==> src/rtl/amp_i2c_pkg.sv <==
package amp_i2c_pkg;

    typedef enum logic [2:0] {
        ST_IDLE = 3'd0,
        ST_ADDR = 3'd1,
        ST_AACK = 3'd2,
        ST_WR   = 3'd3,
        ST_WACK = 3'd4,
        ST_RD   = 3'd5,
        ST_MACK = 3'd6,
        ST_PARK = 3'd7
    } tgt_state_e;

    localparam int BYTE_W    = 8;
    localparam int CMD_BYTES = 2;

endpackage

==> src/rtl/i2c_glitch_filter.sv <==
module i2c_glitch_filter #(
    parameter int SYNC_STAGES = 2,
    parameter int FILT_LEN    = 3
) (
    input  logic clk,
    input  logic rst_n,
    input  logic line_i,
    output logic line_o
);
    typedef struct packed {
        logic [SYNC_STAGES-1:0] sync;
        logic [FILT_LEN-1:0]    hist;
        logic                   out;
    } filt_t;

    filt_t f_d, f_q;

    always_comb begin
        f_d      = f_q;
        f_d.sync = {f_q.sync[SYNC_STAGES-2:0], line_i};
        f_d.hist = {f_q.hist[FILT_LEN-2:0], f_q.sync[SYNC_STAGES-1]};
        if (&f_q.hist)
            f_d.out = 1'b1;
        else if (~|f_q.hist)
            f_d.out = 1'b0;
    end

    always_ff @(posedge clk or negedge rst_n) begin
        if (!rst_n)
            f_q <= '1;
        else
            f_q <= f_d;
    end

    assign line_o = f_q.out;

    // the filtered level only moves after a full window of agreeing samples
    a_r10_change_needs_agreement : assert property (@(posedge clk) disable iff (!rst_n)
        (f_q.out != $past(f_q.out)) |-> ($past(f_q.hist) == {FILT_LEN{f_q.out}}));

endmodule

==> src/rtl/i2c_target_engine.sv <==
module i2c_target_engine
    import amp_i2c_pkg::*;
#(
    parameter logic [6:0] DEV_ADDR = 7'h6C,
    parameter int         IDX_W    = 2
) (
    input  logic             clk,
    input  logic             rst_n,
    input  logic             scl,
    input  logic             sda,
    input  logic [7:0]       rd_byte_i,
    output logic [IDX_W-1:0] rd_idx_o,
    output logic             rd_active_o,
    output logic             snap_o,
    output logic             wr_stb_o,
    output logic             wr_idx_o,
    output logic [5:0]       wr_data_o,
    output logic             rearm_o,
    output logic             sda_oe_o
);
    typedef struct packed {
        tgt_state_e       st;
        logic             scl_p;
        logic             sda_p;
        logic [3:0]       bitc;
        logic [7:0]       sh;
        logic [7:0]       tx;
        logic [IDX_W-1:0] idx;
        logic [1:0]       wcnt;
        logic             widx;
        logic             is_rd;
        logic             ack_drv;
        logic             mack;
        logic             wstb;
        logic             snap;
        logic             rearm;
    } eng_t;

    eng_t e_d, e_q;
    logic scl_rise, scl_fall, start_c, stop_c;

    always_comb begin
        scl_rise = scl & ~e_q.scl_p;
        scl_fall = ~scl & e_q.scl_p;
        start_c  = e_q.scl_p & scl & e_q.sda_p & ~sda;
        stop_c   = e_q.scl_p & scl & ~e_q.sda_p & sda;

        e_d       = e_q;
        e_d.scl_p = scl;
        e_d.sda_p = sda;
        e_d.wstb  = 1'b0;
        e_d.snap  = 1'b0;
        e_d.rearm = 1'b0;

        if (start_c) begin
            e_d.st      = ST_ADDR;
            e_d.bitc    = '0;
            e_d.ack_drv = 1'b0;
            e_d.is_rd   = 1'b0;
        end else if (stop_c) begin
            e_d.st      = ST_IDLE;
            e_d.ack_drv = 1'b0;
            e_d.rearm   = e_q.is_rd;
            e_d.is_rd   = 1'b0;
        end else begin
            unique case (e_q.st)
                ST_ADDR, ST_WR: begin
                    if (scl_rise) begin
                        e_d.sh   = {e_q.sh[6:0], sda};
                        e_d.bitc = e_q.bitc + 4'd1;
                    end else if (scl_fall && e_q.bitc == 4'd8) begin
                        if (e_q.st == ST_WR) begin
                            e_d.wstb    = (e_q.wcnt != 2'd2);
                            e_d.widx    = e_q.wcnt[0];
                            e_d.wcnt    = (e_q.wcnt == 2'd2) ? e_q.wcnt : e_q.wcnt + 2'd1;
                            e_d.ack_drv = 1'b1;
                            e_d.st      = ST_WACK;
                        end else if (e_q.sh[7:1] == DEV_ADDR) begin
                            e_d.ack_drv = 1'b1;
                            e_d.st      = ST_AACK;
                            e_d.is_rd   = e_q.sh[0];
                            e_d.snap    = e_q.sh[0];
                            e_d.wcnt    = '0;
                            e_d.idx     = '0;
                        end else begin
                            e_d.st = ST_PARK;
                        end
                    end
                end
                ST_AACK, ST_WACK: begin
                    if (scl_fall) begin
                        e_d.ack_drv = 1'b0;
                        e_d.bitc    = '0;
                        if (e_q.is_rd) begin
                            e_d.tx = rd_byte_i;
                            e_d.st = ST_RD;
                        end else begin
                            e_d.st = ST_WR;
                        end
                    end
                end
                ST_RD: begin
                    if (scl_fall) begin
                        e_d.bitc = e_q.bitc + 4'd1;
                        e_d.tx   = {e_q.tx[6:0], 1'b0};
                        if (e_q.bitc == 4'd7)
                            e_d.st = ST_MACK;
                    end
                end
                ST_MACK: begin
                    if (scl_rise) begin
                        e_d.mack = ~sda;
                        e_d.idx  = e_q.idx + 1'b1;
                    end else if (scl_fall) begin
                        e_d.bitc = '0;
                        if (e_q.mack) begin
                            e_d.tx = rd_byte_i;
                            e_d.st = ST_RD;
                        end else begin
                            e_d.st = ST_PARK;
                        end
                    end
                end
                default: ;
            endcase
        end
    end

    always_ff @(posedge clk or negedge rst_n) begin
        if (!rst_n)
            e_q <= '0;
        else
            e_q <= e_d;
    end

    assign sda_oe_o    = e_q.ack_drv | ((e_q.st == ST_RD) & ~e_q.tx[7]);
    assign rd_idx_o    = e_q.idx;
    assign rd_active_o = (e_q.st == ST_RD) || (e_q.st == ST_MACK);
    assign snap_o      = e_q.snap;
    assign wr_stb_o    = e_q.wstb;
    assign wr_idx_o    = e_q.widx;
    assign wr_data_o   = e_q.sh[6:1];
    assign rearm_o     = e_q.rearm;

    // the re-arm strobe is a single clock wide
    a_r8_rearm_one_cycle : assert property (@(posedge clk) disable iff (!rst_n)
        rearm_o |=> !rearm_o);

    // the re-arm strobe only follows the end of a transaction
    a_r8_rearm_when_idle : assert property (@(posedge clk) disable iff (!rst_n)
        rearm_o |-> (e_q.st == ST_IDLE));

    // a parked target never pulls SDA
    a_r9_parked_quiet : assert property (@(posedge clk) disable iff (!rst_n)
        (e_q.st == ST_PARK) |-> !sda_oe_o);

    // an idle bus is never driven
    a_r1_idle_quiet : assert property (@(posedge clk) disable iff (!rst_n)
        (e_q.st == ST_IDLE) |-> !sda_oe_o);

    // a command byte is committed only after eight data bits
    a_r2_commit_after_eight : assert property (@(posedge clk) disable iff (!rst_n)
        wr_stb_o |-> (e_q.bitc == 4'd8));

endmodule

==> src/rtl/amp_ctl_i2c_target.sv <==
module amp_ctl_i2c_target
    import amp_i2c_pkg::*;
#(
    parameter int         NUM_CH   = 4,
    parameter int         FLAG_W   = 5,
    parameter logic [6:0] DEV_ADDR = 7'h6C
) (
    input  logic                     clk,
    input  logic                     rst_n,
    input  logic                     scl_i,
    input  logic                     sda_i,
    output logic                     sda_oe_o,
    input  logic [NUM_CH*FLAG_W-1:0] ch_flags_i,
    input  logic                     thermal_warn_i,
    input  logic                     diag_done_i,
    input  logic                     offset_active_i,
    output logic                     diag_en_o,
    output logic                     offset_en_o,
    output logic                     gain_lo_front_o,
    output logic                     gain_lo_rear_o,
    output logic                     unmute_front_o,
    output logic                     unmute_rear_o,
    output logic                     amp_on_o,
    output logic                     line_mode_o,
    output logic                     rearm_o
);
    localparam int IDX_W = $clog2(NUM_CH);
    localparam int PAD_W = BYTE_W - FLAG_W;

    typedef struct packed {
        logic [5:0]                   ib1;
        logic [1:0]                   ib2;
        logic [NUM_CH-1:0][BYTE_W-1:0] snap;
    } cmd_t;

    cmd_t c_d, c_q;

    logic [1:0] raw_lines, clean_lines;
    logic [NUM_CH-1:0][BYTE_W-1:0] stat;
    logic [IDX_W-1:0] rd_idx;
    logic rd_active, snap_ld, wstb, widx;
    logic [5:0] wdat;

    assign raw_lines = {scl_i, sda_i};

    for (genvar g = 0; g < 2; g++) begin : g_line
        i2c_glitch_filter #(.SYNC_STAGES(2), .FILT_LEN(3)) u_filt (
            .clk    (clk),
            .rst_n  (rst_n),
            .line_i (raw_lines[g]),
            .line_o (clean_lines[g])
        );
    end

    i2c_target_engine #(.DEV_ADDR(DEV_ADDR), .IDX_W(IDX_W)) u_eng (
        .clk         (clk),
        .rst_n       (rst_n),
        .scl         (clean_lines[1]),
        .sda         (clean_lines[0]),
        .rd_byte_i   (c_q.snap[rd_idx]),
        .rd_idx_o    (rd_idx),
        .rd_active_o (rd_active),
        .snap_o      (snap_ld),
        .wr_stb_o    (wstb),
        .wr_idx_o    (widx),
        .wr_data_o   (wdat),
        .rearm_o     (rearm_o),
        .sda_oe_o    (sda_oe_o)
    );

    always_comb begin
        for (int k = 0; k < NUM_CH; k++)
            stat[k] = {{PAD_W{1'b0}}, ch_flags_i[k*FLAG_W +: FLAG_W]};
        stat[0][7] = thermal_warn_i;
        stat[0][6] = diag_done_i;
        stat[1][7] = offset_active_i;
        stat[2][7] = c_q.ib2[1];
        stat[2][6] = c_q.ib1[5];

        c_d = c_q;
        if (wstb) begin
            if (!widx)
                c_d.ib1 = wdat;
            else
                c_d.ib2 = wdat[3:2];
        end
        if (snap_ld)
            c_d.snap = stat;
    end

    always_ff @(posedge clk or negedge rst_n) begin
        if (!rst_n)
            c_q <= '0;
        else
            c_q <= c_d;
    end

    assign diag_en_o       = c_q.ib1[5];
    assign offset_en_o     = c_q.ib1[4];
    assign gain_lo_front_o = c_q.ib1[3];
    assign gain_lo_rear_o  = c_q.ib1[2];
    assign unmute_front_o  = c_q.ib1[1];
    assign unmute_rear_o   = c_q.ib1[0];
    assign amp_on_o        = c_q.ib2[1];
    assign line_mode_o     = c_q.ib2[0];

    // the snapshot holds still while bytes are being shifted out
    a_r7_snapshot_frozen : assert property (@(posedge clk) disable iff (!rst_n)
        rd_active |=> $stable(c_q.snap));

    // command state moves only on a committed first or second byte
    a_r4_cmd_hold : assert property (@(posedge clk) disable iff (!rst_n)
        !wstb |=> $stable({c_q.ib1, c_q.ib2}));

endmodule

==> config.mk <==
export PLATFORM = sky130hd
export DESIGN_NAME = amp_ctl_i2c_target
export DESIGN_NICKNAME = d
export VERILOG_FILES = /design/src/rtl/amp_i2c_pkg.sv /design/src/rtl/i2c_glitch_filter.sv /design/src/rtl/i2c_target_engine.sv /design/src/rtl/amp_ctl_i2c_target.sv
export SDC_FILE = /design/constraint.sdc
export NUM_CORES = 1
export LEC_CHECK = 0
export BUFFER_PORTS_ARGS = -buffer_cell sky130_fd_sc_hd__buf_4
export CAP_MARGIN = 0
export CORE_MARGIN = 5
export CORE_UTILIZATION = 45
export DETAILED_ROUTE_END_ITERATION = 6
export MAX_ROUTING_LAYER = met4
export SKIP_CTS_REPAIR_TIMING = 1
export SYNTH_ARGS = -nofsm -noshare
export SYNTH_HDL_FRONTEND = slang
export SYNTH_SLANG_ARGS = --single-unit
export TNS_END_PERCENT = 1
==> constraint.sdc <==
create_clock -name clk -period 2.1 [get_ports clk]
set_input_delay 0.21 -clock clk [delete_from_list [all_inputs] [get_ports clk]]
set_output_delay 0.21 -clock clk [all_outputs]
set_load 0.02 [all_outputs]
### Word-level counts from Yosys, hierarchy flattened

Cells that the tools add are included.

* flip-flop bits (word level): 81
* word-level logic and storage cells: 184
* bits of input ports: 27
* output and inout port bits: 10

* bitwise gates (word level): 18
* mux-type cells: 68
* reduce and logical (&&, ||, !) cells: 27
* order comparisons: 1
* add/subtract/negate cells: 3
* equal/unequal tests: 40

Operator list (number)
* $mux W8: 8
* $mux W4: 11
* $mux W3: 13
* $mux W2: 14
* $mux W25: 1
* $ne A4 B1 Y1 const B: 6
* $pmux W8 S3: 1
* $ne A2 B1 Y1 const B: 10
* $bmux W8 S2: 1
* $pmux W4 S4: 1
* $reduce_and A8 Y1: 2
* $reduce_and A5 Y1: 3
* $mux W7: 2
* $mux W1: 12
* $mux W12: 1
* $pmux W3 S4: 1
* $reduce_bool A3 Y1: 4
* $ne A2 B2 Y1 const B: 5
* $eq A3 B3 Y1 const B: 3
* $ne A3 B1 Y1 const B: 3
* $not A1 Y1: 9
* $reduce_and A9 Y1: 1
* $and A1 B1 Y1: 8
* $ne A4 B4 Y1 const B: 2
* other kinds (27): 35

### Longest topological paths before layout

Gate-level depths: netlist of the first run.

* depth after elaboration: 14
* depth in mapped cells: 7
* depth with buffers taken out: 7

### Cells and area by module

From an unflattened synthesis of the first run, not the netlist that was laid out.

* cell total of the unflattened synthesis: 301
* area, all modules: 3688.5 µm²

Modules (own cells, without submodules)
* i2c_target_engine: area an instance 1920.6 µm², sequential area each 900.9 µm², cells each 196, times used 1
* amp_ctl_i2c_target: area an instance 1415.1 µm², sequential area each 825.8 µm², cells each 85, times used 1
* i2c_glitch_filter: area an instance 176.4 µm², sequential area each 157.7 µm², cells each 10, times used 2

### Worst setup path before layout of the first run

Ideal clock, no wire load.

* path kind: register -> output
* start point: register u_eng.e_q[33] (netlist bit)
* end point: output sda_oe_o
* buffers on the path: 2
* stages on the path, launching flop included: 6
* arrival: 1.353 ns
* data required time: 1.890 ns
* path slack: 0.537 ns
* cells stage by stage: dfrtp_1 -> buf_2 -> nand2_1 -> or2_0 -> buf_2 -> o21bai_1

* word-level cells in the longest chain between the ends: 3

Ends and longest elaborated chain
* start: declaration: line i2c_target_engine.sv:39 `eng_t e_d, e_q;`
* start signal: assignment: line i2c_target_engine.sv:131 `e_q <= '0;`
* start signal: assignment: line i2c_target_engine.sv:133 `e_q <= e_d;`
* $eq A3 B3 Y1: line i2c_target_engine.sv:136 `assign sda_oe_o = e_q.ack_drv | ((e_q.st == ST_RD) & ~e_q.tx[7]);`
* $and A1 B1 Y1: line i2c_target_engine.sv:136
* $or A1 B1 Y1: line i2c_target_engine.sv:136
* end: declaration: line amp_ctl_i2c_target.sv:12 `output logic sda_oe_o,`

Every way passes these cells.

### Worst setup path in the final report of the first run

* start point: register u_eng.e_q[35] (netlist bit)
* end point: output sda_oe_o

The elaborated chain is that of the path after synthesis.

==> results of run 1 <==
[layout make-up]
class	count	area (sq um)
Clock buffer	11	141
Sequential cell	81	2040
Timing Repair Buffer	45	358
Inverter	9	33.8
Clock inverter	5	63.8
Multi-Input combinational cell	187	1530
Tap cell	105	131
Fill cell	729	3790
[critical path: stages (launching register included)]
cell	delay, ns
dfrtp_2	0.51
nand2_1	0.22
or2_1	0.36
o21bai_1	0.19
buf_4	0.17
[registers in the layout (all words and copies together), names as in the netlist, 2 cells and up]
signal / count
c_q: 25
g_line.u_filt.f_d: 8
g_line.u_filt.f_q: 2
g_line.u_filt.line_o: 2
u_eng.e_q: 24
u_eng.rd_idx_o: 2
u_eng.wr_data_o: 6
[cells by family after synthesis]
logic type | count (synthesis)
compound gates | 53
xor+xnor | 2
fa+ha+maj | 3
buf+inv | 23
flops | 81
mux | 58
simple gates | 71
[metal layers]
layer / share of wire, % / up-vias / wire length [um] / GRT usage [%]
met3: 3.5 / 6 / 232 / 3.75
li1: - / 1132 / - / -
met5: 0 / - / 0 / -
met1: 46 / 1189 / 3090 / 19.9
met4: 1.0 / 0 / 68 / 5.49
met2: 49 / 29 / 3260 / 23.6
[power by group through the flow]
| stage | sequential [uW] | combinational, uW | clock, uW |
|---|---|---|---|
| after floorplan | 1810 | 902 | 0 |
| after CTS | 1980 | 993 | 1200 |
| after global placement | 2010 | 990 | 0 |
| after global routing | 2020 | 1100 | 1270 |
| final | 1970 | 993 | 1140 |
| after detailed placement | 2010 | 992 | 0 |
[how the worst min path moves through the flow]
stage | endpoint | slack [ns] | depth (start not counted)
3_3_place_gp | c_q[16]$_DFFE_PN0P_ | 0.24 | 1
2_1_floorplan | amp_on_o$_DFFE_PN0P_ | -0.09 | 0
4_1_cts | c_q[17]$_DFFE_PN0P_ | -0.14 | 1
6_report | c_q[1]$_DFFE_PN0P_ | 0.1 | 2
5_1_grt | c_q[1]$_DFFE_PN0P_ | 0.07 | 2
3_5_place_dp | c_q[9]$_DFFE_PN0P_ | 0.25 | 1
[per-stage QoR]
step                      setup WS (ns)  hold slack [ns]  cell area, sq um  instances  setup TNS (ns)
after detailed placement          0.275            0.249              4060        424               0
final                             0.110           0.0974              4300        443               0
after global placement            0.250            0.244              4060        424               0
after global routing             0.0210           0.0656              4300        443               0
after CTS                        -0.128           -0.137              4270        440          -0.128
after floorplan                   0.537          -0.0856              3680        291               0
[cell usage after synthesis (5+ instances only)]
library cell	count	area, sq um
o21ai_1	8	40.0
nand2b_1	5	31.3
nor3_1	9	45.0
inv_1	8	30.0
dfstp_2	12	315
mux4_2	5	113
nand3_1	5	25.0
and3_1	5	31.3
mux2_2	44	495
dfrtp_1	69	1730
o21ai_0	14	70.1
nand2_1	18	67.6
nor2_1	9	33.8
buf_2	8	40.0
mux2i_1	9	90.1
a21oi_1	6	30.0
==> impl_metrics.csv, run 1 <==
group,metric,value,unit
status,run_status,"complete, no violations",
die,dieHeight,100,um
pwr,cell_internal_pwr,2780,uW
detailed_routing,detail_route.vias_per_cell,5.32,
placement,port_buffers,36,
worst_setup_path,cp_data_required_time,1.89,ns
layout,most-common-layout-cells,"67 x dfrtp_1, 44 x mux2_2, 41 x buf_4",
die,total_die_area,10100,sq um
grt,grt_first_pass_wirelength,11.9,mm
cts,numClockSinks,81,
min_path,hold_path_startpoint,"ch_flags_i[1]",
logic_synthesis,synth-async-reset-ratio,100,%
die,io-pin-count,37,
timing,rsz0062_at_grt,"no",
worst_setup_path,crit_path_capture_type,"output pin",
layout,area_overhead_vs_synth,16.8,%
logic_synthesis,synthCells,291,
detailed_routing,drtAntennaViolNets,0,
logic_synthesis,synth.yosys.seq_area_share,55.5,%
pwr,power.leakage,0.00199,uW
pwr,power_frac_seq,48.0,%
grt,sum_of_overflow_across_all_layers_after_global_routing,0,
worst_setup_path,ff2ff_path_depth,5,
worst_setup_path,cp.arrival,1.78,ns
worst_setup_path,path_class,"flop to output pin",
grt,groute.usage.overall,15.3,%
timing,final.setup_skew,0.00791,ns
pwr,vdd_drop_max,0.000493,V
die,starting_density,45.5,%
worst_setup_path,critPathLaunchType,"flop",
detailed_routing,drc,0,
logic_synthesis,yosys.area_share.xor_xnor,0.476,%
logic_synthesis,synth_enable_flop_cells,0,
logic_synthesis,synth_fp_nets,321,
cts,cts_tree,"done",
timing,timing.max_slew.rel_slack,61.5,%
logic_synthesis,area_fraction_in_compound_gates_after_synthesis,10.3,%
logic_synthesis,synth_mux_area_share,19.0,%
cts,root_buffer,"clkbuf_8",
worst_setup_path,critical_path.max_fanout,12,
min_path,holdCritPathClass,"primary input to flop",
pwr,clock_power_share,27.8,%
layout,finish.net_count,363,
detailed_routing,routed_wirelength,6.65,mm
logic_synthesis,synth_simple_gate_area_share,10.7,%
layout,final_core_utilization,53.1,%
logic_synthesis,adder_cell_share_of_the_synthesized_area,1.02,%
logic_synthesis,avgSynthCellArea,12.6,sq um
pwr,cellPowerDensity,956,nW/um^2
timing,final-max-slew-violation-count,0,
detailed_routing,dr_total_vias,2356,
run,cap_violations,0,
timing,max_slew.worst_pin.slew,0.573,ns
cts,numCtsBuffers,9,
cts,cts_max_level,3,
worst_setup_path,crit_path_end,"sda_oe_o",
detailed_routing,first_pass_iters,4,
timing,min_period,1.99,ns
logic_synthesis,number_of_storage_elements_in_the_synthesis_netlist,81,
detailed_routing,iteration_0_drc_markers,90,
logic_synthesis,dominant_combinational_cell_family_by_area_after_synthesis,"multiplexers",
die,chipWidth,100,um
pwr,total_switching_power,1330,uW
timing,layout_worst_path_cycle_share,94.8,%
die,num_rows,33,
logic_synthesis,synth.distinct_cells,60,
pwr,finalPower,4110,uW
layout,layout-drive-gt1-share,39.6,%
layout,layout.cells.most_common,"dfrtp_1",
worst_setup_path,timing.rr.start,"u_eng.wr_data_o[4]$_DFFE_PN0P_",
logic_synthesis,ys.flop_type,"dfrtp_1",
cts,cts.path.max_buffers,2,
die,core,8090,sq um
pwr,p_comb_share,24.1,%
worst_setup_path,endpoint_of_the_most_critical_register_to_register_path,"u_eng.e_q[5]$_DFFE_PN0P_",
placement,gp_routability_congestion,0.845,
grt,number_of_antenna_violations_at_the_first_check_in_global_routing,0,
grt,maximum_number_of_pins_on_one_net_before_global_route_repair,45,
cts,clk_pin_slew,0.08,ns
logic_synthesis,mappedNetlistArea,3680,sq um
pwr,swShare,32.3,%
grt,first_global_vias,2467,
cts,worstSkewPairLatency,0.34,ns
logic_synthesis,ys_warns,0,
worst_setup_path,setup.reg_to_reg.worst_slack,0.30,ns
timing,max_freq,502,MHz
timing,timing.final.setup_violations,0,
worst_setup_path,crit_start,"u_eng.e_q[35]$_DFFE_PN0P_",
detailed_routing,avgRoutedWirePerCell,15.0,um
placement,dp_hpwl,4.76,mm
timing,report.final.hold_viol_count,0,
layout,num_antenna_cells,0,
Note: power is estimated with default switching activity, not from simulation.
==> run 2, diff against run 1 <==
--- a/config.mk
+++ b/config.mk
@@ -7,10 +7,12 @@
 export LEC_CHECK = 0
 export BUFFER_PORTS_ARGS = -buffer_cell sky130_fd_sc_hd__buf_4
 export CAP_MARGIN = 0
-export CORE_MARGIN = 5
-export CORE_UTILIZATION = 45
+export CELL_PAD_IN_SITES_DETAIL_PLACEMENT = 0
+export CELL_PAD_IN_SITES_GLOBAL_PLACEMENT = 2
+export CORE_UTILIZATION = 25
 export DETAILED_ROUTE_END_ITERATION = 6
 export MAX_ROUTING_LAYER = met4
+export PLACE_DENSITY_LB_ADDON = 0.1
 export SKIP_CTS_REPAIR_TIMING = 1
 export SYNTH_ARGS = -nofsm -noshare
 export SYNTH_HDL_FRONTEND = slang
==> run 2 against run 1 <==
Power rose by 14%; clock power grew 43%; wire length is 16% higher; global-route usage shrank 3.3 points; clock skew about the same; utilization is 21 points lower; sequential cell count did not move; sequential share of layout area shrank 2.5 points; maximum frequency increased by 0.65%; sequential power about the same; critical path depth shrank 1; critical path type unchanged.
==> impl_metrics.csv, run 2 (same netlist as run 1, synthesis figures left out) <==
group,metric,value,unit
timing,max_slew.worst_pin.slew,0.538,ns
worst_setup_path,cp_data_required_time,1.89,ns
min_path,hold_path_startpoint,"ch_flags_i[8]",
layout,most-common-layout-cells,"68 x dfrtp_1, 46 x buf_4, 44 x mux2_2",
timing,timing.max_slew.rel_slack,63.8,%
min_path,holdCritPathClass,"primary input to flop",
grt,groute.usage.overall,12.0,%
placement,dp_hpwl,5.23,mm
worst_setup_path,crit_path_capture_type,"output pin",
timing,report.final.hold_viol_count,0,
timing,final.setup_skew,0.00744,ns
layout,final_core_utilization,32.2,%
layout,largest_register,"c_q",
pwr,power_frac_seq,42.2,%
cts,root_buffer,"clkbuf_16",
grt,grt_first_pass_wirelength,13.1,mm
worst_setup_path,setup.reg_to_reg.worst_slack,0.23,ns
timing,rsz0062_at_grt,"no",
cts,cts.path.max_buffers,2,
grt,maximum_number_of_pins_on_one_net_before_global_route_repair,52,
layout,finish.net_count,368,
layout,layout.cells.most_common,"dfrtp_1",
pwr,cell_internal_pwr,3220,uW
pwr,swShare,31.1,%
timing,min_period,1.98,ns
detailed_routing,drtAntennaViolNets,0,
die,dieHeight,123,um
die,num_rows,43,
min_path,min_path_cells,2,
min_path,endpoint_of_the_worst_hold_path,"c_q[11]$_DFFE_PN0P_",
timing,layout_worst_path_cycle_share,94.2,%
run,cap_violations,0,
placement,gp_routability_congestion,0.687,
cts,cts_tree,"done",
grt,sum_of_overflow_across_all_layers_after_global_routing,0,
pwr,clock_power_share,34.8,%
layout,layout-drive-gt1-share,40.2,%
pwr,cellPowerDensity,1030,nW/um^2
detailed_routing,detail_route.vias_per_cell,4.48,
detailed_routing,avgRoutedWirePerCell,14.7,um
worst_setup_path,endpoint_of_the_most_critical_register_to_register_path,"u_eng.rd_idx_o[0]$_DFFE_PN0P_",
worst_setup_path,critPathLaunchType,"flop",
placement,port_buffers,36,
worst_setup_path,timing.rr.start,"u_eng.e_q[34]$_DFFE_PN0P_",
die,core,14100,sq um
worst_setup_path,cp.arrival,1.77,ns
pwr,p_comb_share,23.0,%
detailed_routing,drc,0,
worst_setup_path,ff2ff_path_depth,4,
die,io-pin-count,37,
layout,num_antenna_cells,0,
layout,largest_reg_flops,25,
layout,area_overhead_vs_synth,23.1,%
status,run_status,"complete, no violations",
cts,numCtsBuffers,9,
cts,numClockSinks,81,
cts,worstSkewPairLatency,0.34,ns
timing,timing.final.setup_violations,0,
detailed_routing,dr_total_vias,2345,
placement,dp_slack,0.197,ns
grt,number_of_antenna_violations_at_the_first_check_in_global_routing,0,
grt,first_global_vias,2377,
timing,final-max-slew-violation-count,0,
detailed_routing,routed_wirelength,7.71,mm
die,starting_density,26.1,%
pwr,power.leakage,0.00206,uW
pwr,vdd_drop_max,0.000666,V
detailed_routing,first_pass_iters,4,
cts,clk_pin_slew,0.06,ns
worst_setup_path,path_class,"flop to output pin",
worst_setup_path,critical_path.max_fanout,15,
die,total_die_area,15200,sq um
timing,max_freq,506,MHz
cts,cts_max_level,3,
pwr,total_switching_power,1460,uW
detailed_routing,iteration_0_drc_markers,149,
timing,setup_slack_of_the_critical_path_after_layout,0.122,ns
layout,fillCellCount,1434,
die,chipWidth,123,um
==> run 2: cell count changes in the layout (fill, tap and decap cells not counted), sizes merged <==
cell,previous run,this run
buf,42,47
clkbuf,11,12
inv,10,9
==> run 2: metal layers <==
metal / routed length (um) / GRT usage [%] / vias up / part of all wire [%]
li1: - / - / 1150 / -
met1: 3900 / 15.6 / 1153 / 51
met2: 3390 / 17.2 / 36 / 44
met3: 311 / 4.34 / 6 / 4.0
met4: 102 / 4.29 / 0 / 1.3
met5: 0 / - / - / 0
==> run 2: worst max path at each step <==
stage | start | endpoint | slack [ns] | cells after the start
after global placement | u_eng.e_q[34]$_DFFE_PN0P_ | u_eng.rd_idx_o[1]$_DFFE_PN0P_ | 0.17 | 5
after CTS | u_eng.e_q[35]$_DFFE_PN0P_ | sda_oe_o | -0.03 | 4
after floorplan | u_eng.e_q[33]$_DFFE_PN0P_ | sda_oe_o | 0.54 | 5
after detailed placement | u_eng.e_q[34]$_DFFE_PN0P_ | u_eng.rd_idx_o[1]$_DFFE_PN0P_ | 0.20 | 5
after global routing | u_eng.e_q[34]$_DFFE_PN0P_ | sda_oe_o | 0.01 | 3
final | u_eng.e_q[34]$_DFFE_PN0P_ | sda_oe_o | 0.12 | 3
==> run 2: critical path: stages, from the launching register on <==
cell,delay [ns]
dfrtp_1,0.58
or2_1,0.44
o21bai_1,0.23
buf_4,0.18
==> run 2: final cells by class <==
class / instances / area, sq um / area share [%]
sequential: 81 / 2040 / 45.1
multi-input combinational: 187 / 1530 / 33.7
timing repair buffer: 50 / 395 / 8.72
clock buffer: 12 / 256 / 5.66
tap: 180 / 225 / 4.97
clock inverter: 4 / 51.3 / 1.13
inverter: 9 / 33.8 / 0.745
==> run 2: through the flow <==
| stage | hold slack (ns) | instance area (sq um) | setup TNS, ns | total power (uW) | cells |
|---|---|---|---|---|---|
| after floorplan | -0.0856 | 3680 | 0 | 2710 | 291 |
| after global placement | 0.175 | 4190 | 0 | 3110 | 504 |
| after detailed placement | 0.173 | 4190 | 0 | 3090 | 504 |
| after CTS | -0.208 | 4500 | -0.0308 | 4770 | 520 |
| after global routing | 0.0789 | 4530 | 0 | 4980 | 523 |
| final | 0.0949 | 4530 | 0 | 4680 | 523 |
==> run 2: power groups by stage <==
| stage | combinational, uW | sequential [uW] | clock (uW) |
|---|---|---|---|
| floorplan | 902 | 1810 | 0 |
| global placement | 1110 | 2000 | 0 |
| detailed placement | 1090 | 2000 | 0 |
| CTS | 1090 | 1980 | 1710 |
| global route | 1210 | 2010 | 1760 |
| finish | 1080 | 1970 | 1630 |
==> run 3, diff against run 2 <==
--- a/config.mk
+++ b/config.mk
@@ -11,8 +11,10 @@
 export CELL_PAD_IN_SITES_GLOBAL_PLACEMENT = 2
 export CORE_UTILIZATION = 25
 export DETAILED_ROUTE_END_ITERATION = 6
+export HOLD_SLACK_MARGIN = 0.1
 export MAX_ROUTING_LAYER = met4
 export PLACE_DENSITY_LB_ADDON = 0.1
+export SETUP_SLACK_MARGIN = 0.2
 export SKIP_CTS_REPAIR_TIMING = 1
 export SYNTH_ARGS = -nofsm -noshare
 export SYNTH_HDL_FRONTEND = slang
==> run 3 against run 2 <==
Critical path depth grew 1; critical endpoint unchanged; critical path type unchanged; global-route usage did not move; utilization increased by 1.3 points; sequential cell count is the same; sequential share of layout area decreased by 1.7 points.
==> impl_metrics.csv, run 3 (same netlist as run 1, synthesis figures left out) <==
group,metric,value,unit
timing,max_slew.worst_pin.slew,0.463,ns
placement,dp_hpwl,5.23,mm
pwr,cellPowerDensity,997,nW/um^2
worst_setup_path,endpoint_of_the_most_critical_register_to_register_path,"u_eng.e_q[34]$_DFFE_PN0P_",
die,total_die_area,15200,sq um
grt,first_global_vias,2377,
min_path,endpoint_of_the_worst_hold_path,"c_q[6]$_DFFE_PN0P_",
worst_setup_path,setup.reg_to_reg.worst_slack,0.32,ns
detailed_routing,detail_route.vias_per_cell,4.42,
detailed_routing,avgRoutedWirePerCell,14.5,um
timing,min_period,1.88,ns
pwr,power.leakage,0.00214,uW
worst_setup_path,timing.rr.start,"u_eng.e_q[27]$_DFFE_PN0P_",
cts,cts_max_level,3,
layout,finish.cell_count_without_fillers,541,
layout,fillCellCount,1418,
timing,report.final.hold_viol_count,0,
grt,maximum_number_of_pins_on_one_net_before_global_route_repair,52,
timing,fin_setup_tns,0,ns
detailed_routing,routed_wirelength,7.87,mm
detailed_routing,drc,0,
detailed_routing,drtAntennaViolNets,0,
layout,most-common-layout-cells,"66 x dfrtp_1, 46 x buf_4, 44 x mux2_2",
worst_setup_path,ff2ff_path_depth,7,
worst_setup_path,cp_data_required_time,1.89,ns
grt,grt_first_pass_wirelength,13.1,mm
layout,largest_register,"c_q",
grt,groute.usage.overall,12.0,%
pwr,vdd_drop_max,0.000666,V
grt,sum_of_overflow_across_all_layers_after_global_routing,0,
status,run_status,"complete, no violations",
detailed_routing,dr_total_vias,2389,
timing,rsz0062_at_grt,"yes",
worst_setup_path,crit_path_capture_type,"output pin",
cts,cts_tree,"done",
grt,number_of_antenna_violations_at_the_first_check_in_global_routing,0,
timing,final-max-slew-violation-count,0,
timing,max_freq,531,MHz
layout,finish.net_count,386,
die,starting_density,26.1,%
die,core,14100,sq um
worst_setup_path,critPathLaunchType,"flop",
worst_setup_path,cp.arrival,1.67,ns
cts,clk_pin_slew,0.06,ns
run,cap_violations,0,
cts,numCtsBuffers,9,
layout,largest_reg_flops,25,
die,num_rows,43,
cts,cts.path.max_buffers,2,
layout,layout.cells.most_common,"dfrtp_1",
worst_setup_path,path_class,"flop to output pin",
die,io-pin-count,37,
layout,layout-drive-gt1-share,39.1,%
placement,port_buffers,36,
min_path,holdCritPathClass,"primary input to flop",
placement,gp_routability_congestion,0.687,
die,dieHeight,123,um
detailed_routing,first_pass_iters,4,
timing,layout_worst_path_cycle_share,89.6,%
cts,numClockSinks,81,
detailed_routing,iteration_0_drc_markers,150,
layout,num_antenna_cells,0,
die,chipWidth,123,um
timing,timing.final.setup_violations,0,
layout,area_overhead_vs_synth,28.2,%
timing,final.setup_skew,0.00778,ns
cts,root_buffer,"clkbuf_16",
cts,worstSkewPairLatency,0.34,ns
min_path,min_path_cells,2,
min_path,hold_path_startpoint,"diag_done_i",
placement,placed_cells_incl_taps,504,
timing,timing.max_slew.rel_slack,69.2,%
worst_setup_path,critical_path.max_fanout,12,
[run 3: where the power goes]
| part | internal, uW | total, uW | switching (uW) |
|---|---|---|---|
| Sequential | 1710 | 1980 | 264 |
| Combinational | 546 | 1100 | 556 |
| Clock | 987 | 1630 | 643 |
| Total | 3250 | 4710 | 1460 |
[run 3: how the worst max path moves through the flow]
stage,startpoint,end,cells after the start
after floorplan,u_eng.e_q[33]$_DFFE_PN0P_,sda_oe_o,5
after global placement,u_eng.e_q[34]$_DFFE_PN0P_,u_eng.rd_idx_o[1]$_DFFE_PN0P_,5
after detailed placement,u_eng.e_q[34]$_DFFE_PN0P_,u_eng.rd_idx_o[1]$_DFFE_PN0P_,5
after CTS,u_eng.e_q[35]$_DFFE_PN0P_,sda_oe_o,4
after global routing,u_eng.e_q[35]$_DFFE_PN0P_,sda_oe_o,4
final,u_eng.e_q[35]$_DFFE_PN0P_,sda_oe_o,4
[run 3: cell type report]
| cell class | count | area [sq um] | share of cell area [%] |
|---|---|---|---|
| inverter | 9 | 33.8 | 0.716 |
| clock inverter | 4 | 51.3 | 1.09 |
| tap | 180 | 225 | 4.77 |
| clock buffer | 12 | 256 | 5.43 |
| timing repair buffer | 68 | 576 | 12.2 |
| multi-input combinational | 187 | 1530 | 32.5 |
| sequential | 81 | 2050 | 43.3 |
[run 3: per-stage QoR]
step	cell area [sq um]	worst slack [ns]	power (uW)	utilization (%)	hold slack [ns]
CTS	4500	-0.0308	4770	31.9	-0.208
global route	4720	0.118	5020	33.5	0.100
finish	4720	0.218	4710	33.5	0.102
detailed placement	4190	0.197	3090	29.8	0.173
global placement	4190	0.167	3110	29.8	0.175
floorplan	3680	0.537	2710	-	-0.0856
[run 3: critical path: stages, from the launching register on]
cell	delay [ns]
dfrtp_2	0.50
nand2_1	0.10
or2_1	0.33
o21bai_1	0.23
buf_4	0.18
[run 3: per-layer routing]
| layer | global-route usage, % | up-vias | wire, um |
|---|---|---|---|
| met3 | 4.34 | 5 | 311 |
| met2 | 17.2 | 33 | 3490 |
| met1 | 15.6 | 1165 | 4010 |
| met4 | 4.29 | 0 | 62 |
| li1 | - | 1186 | - |
| met5 | - | - | 0 |
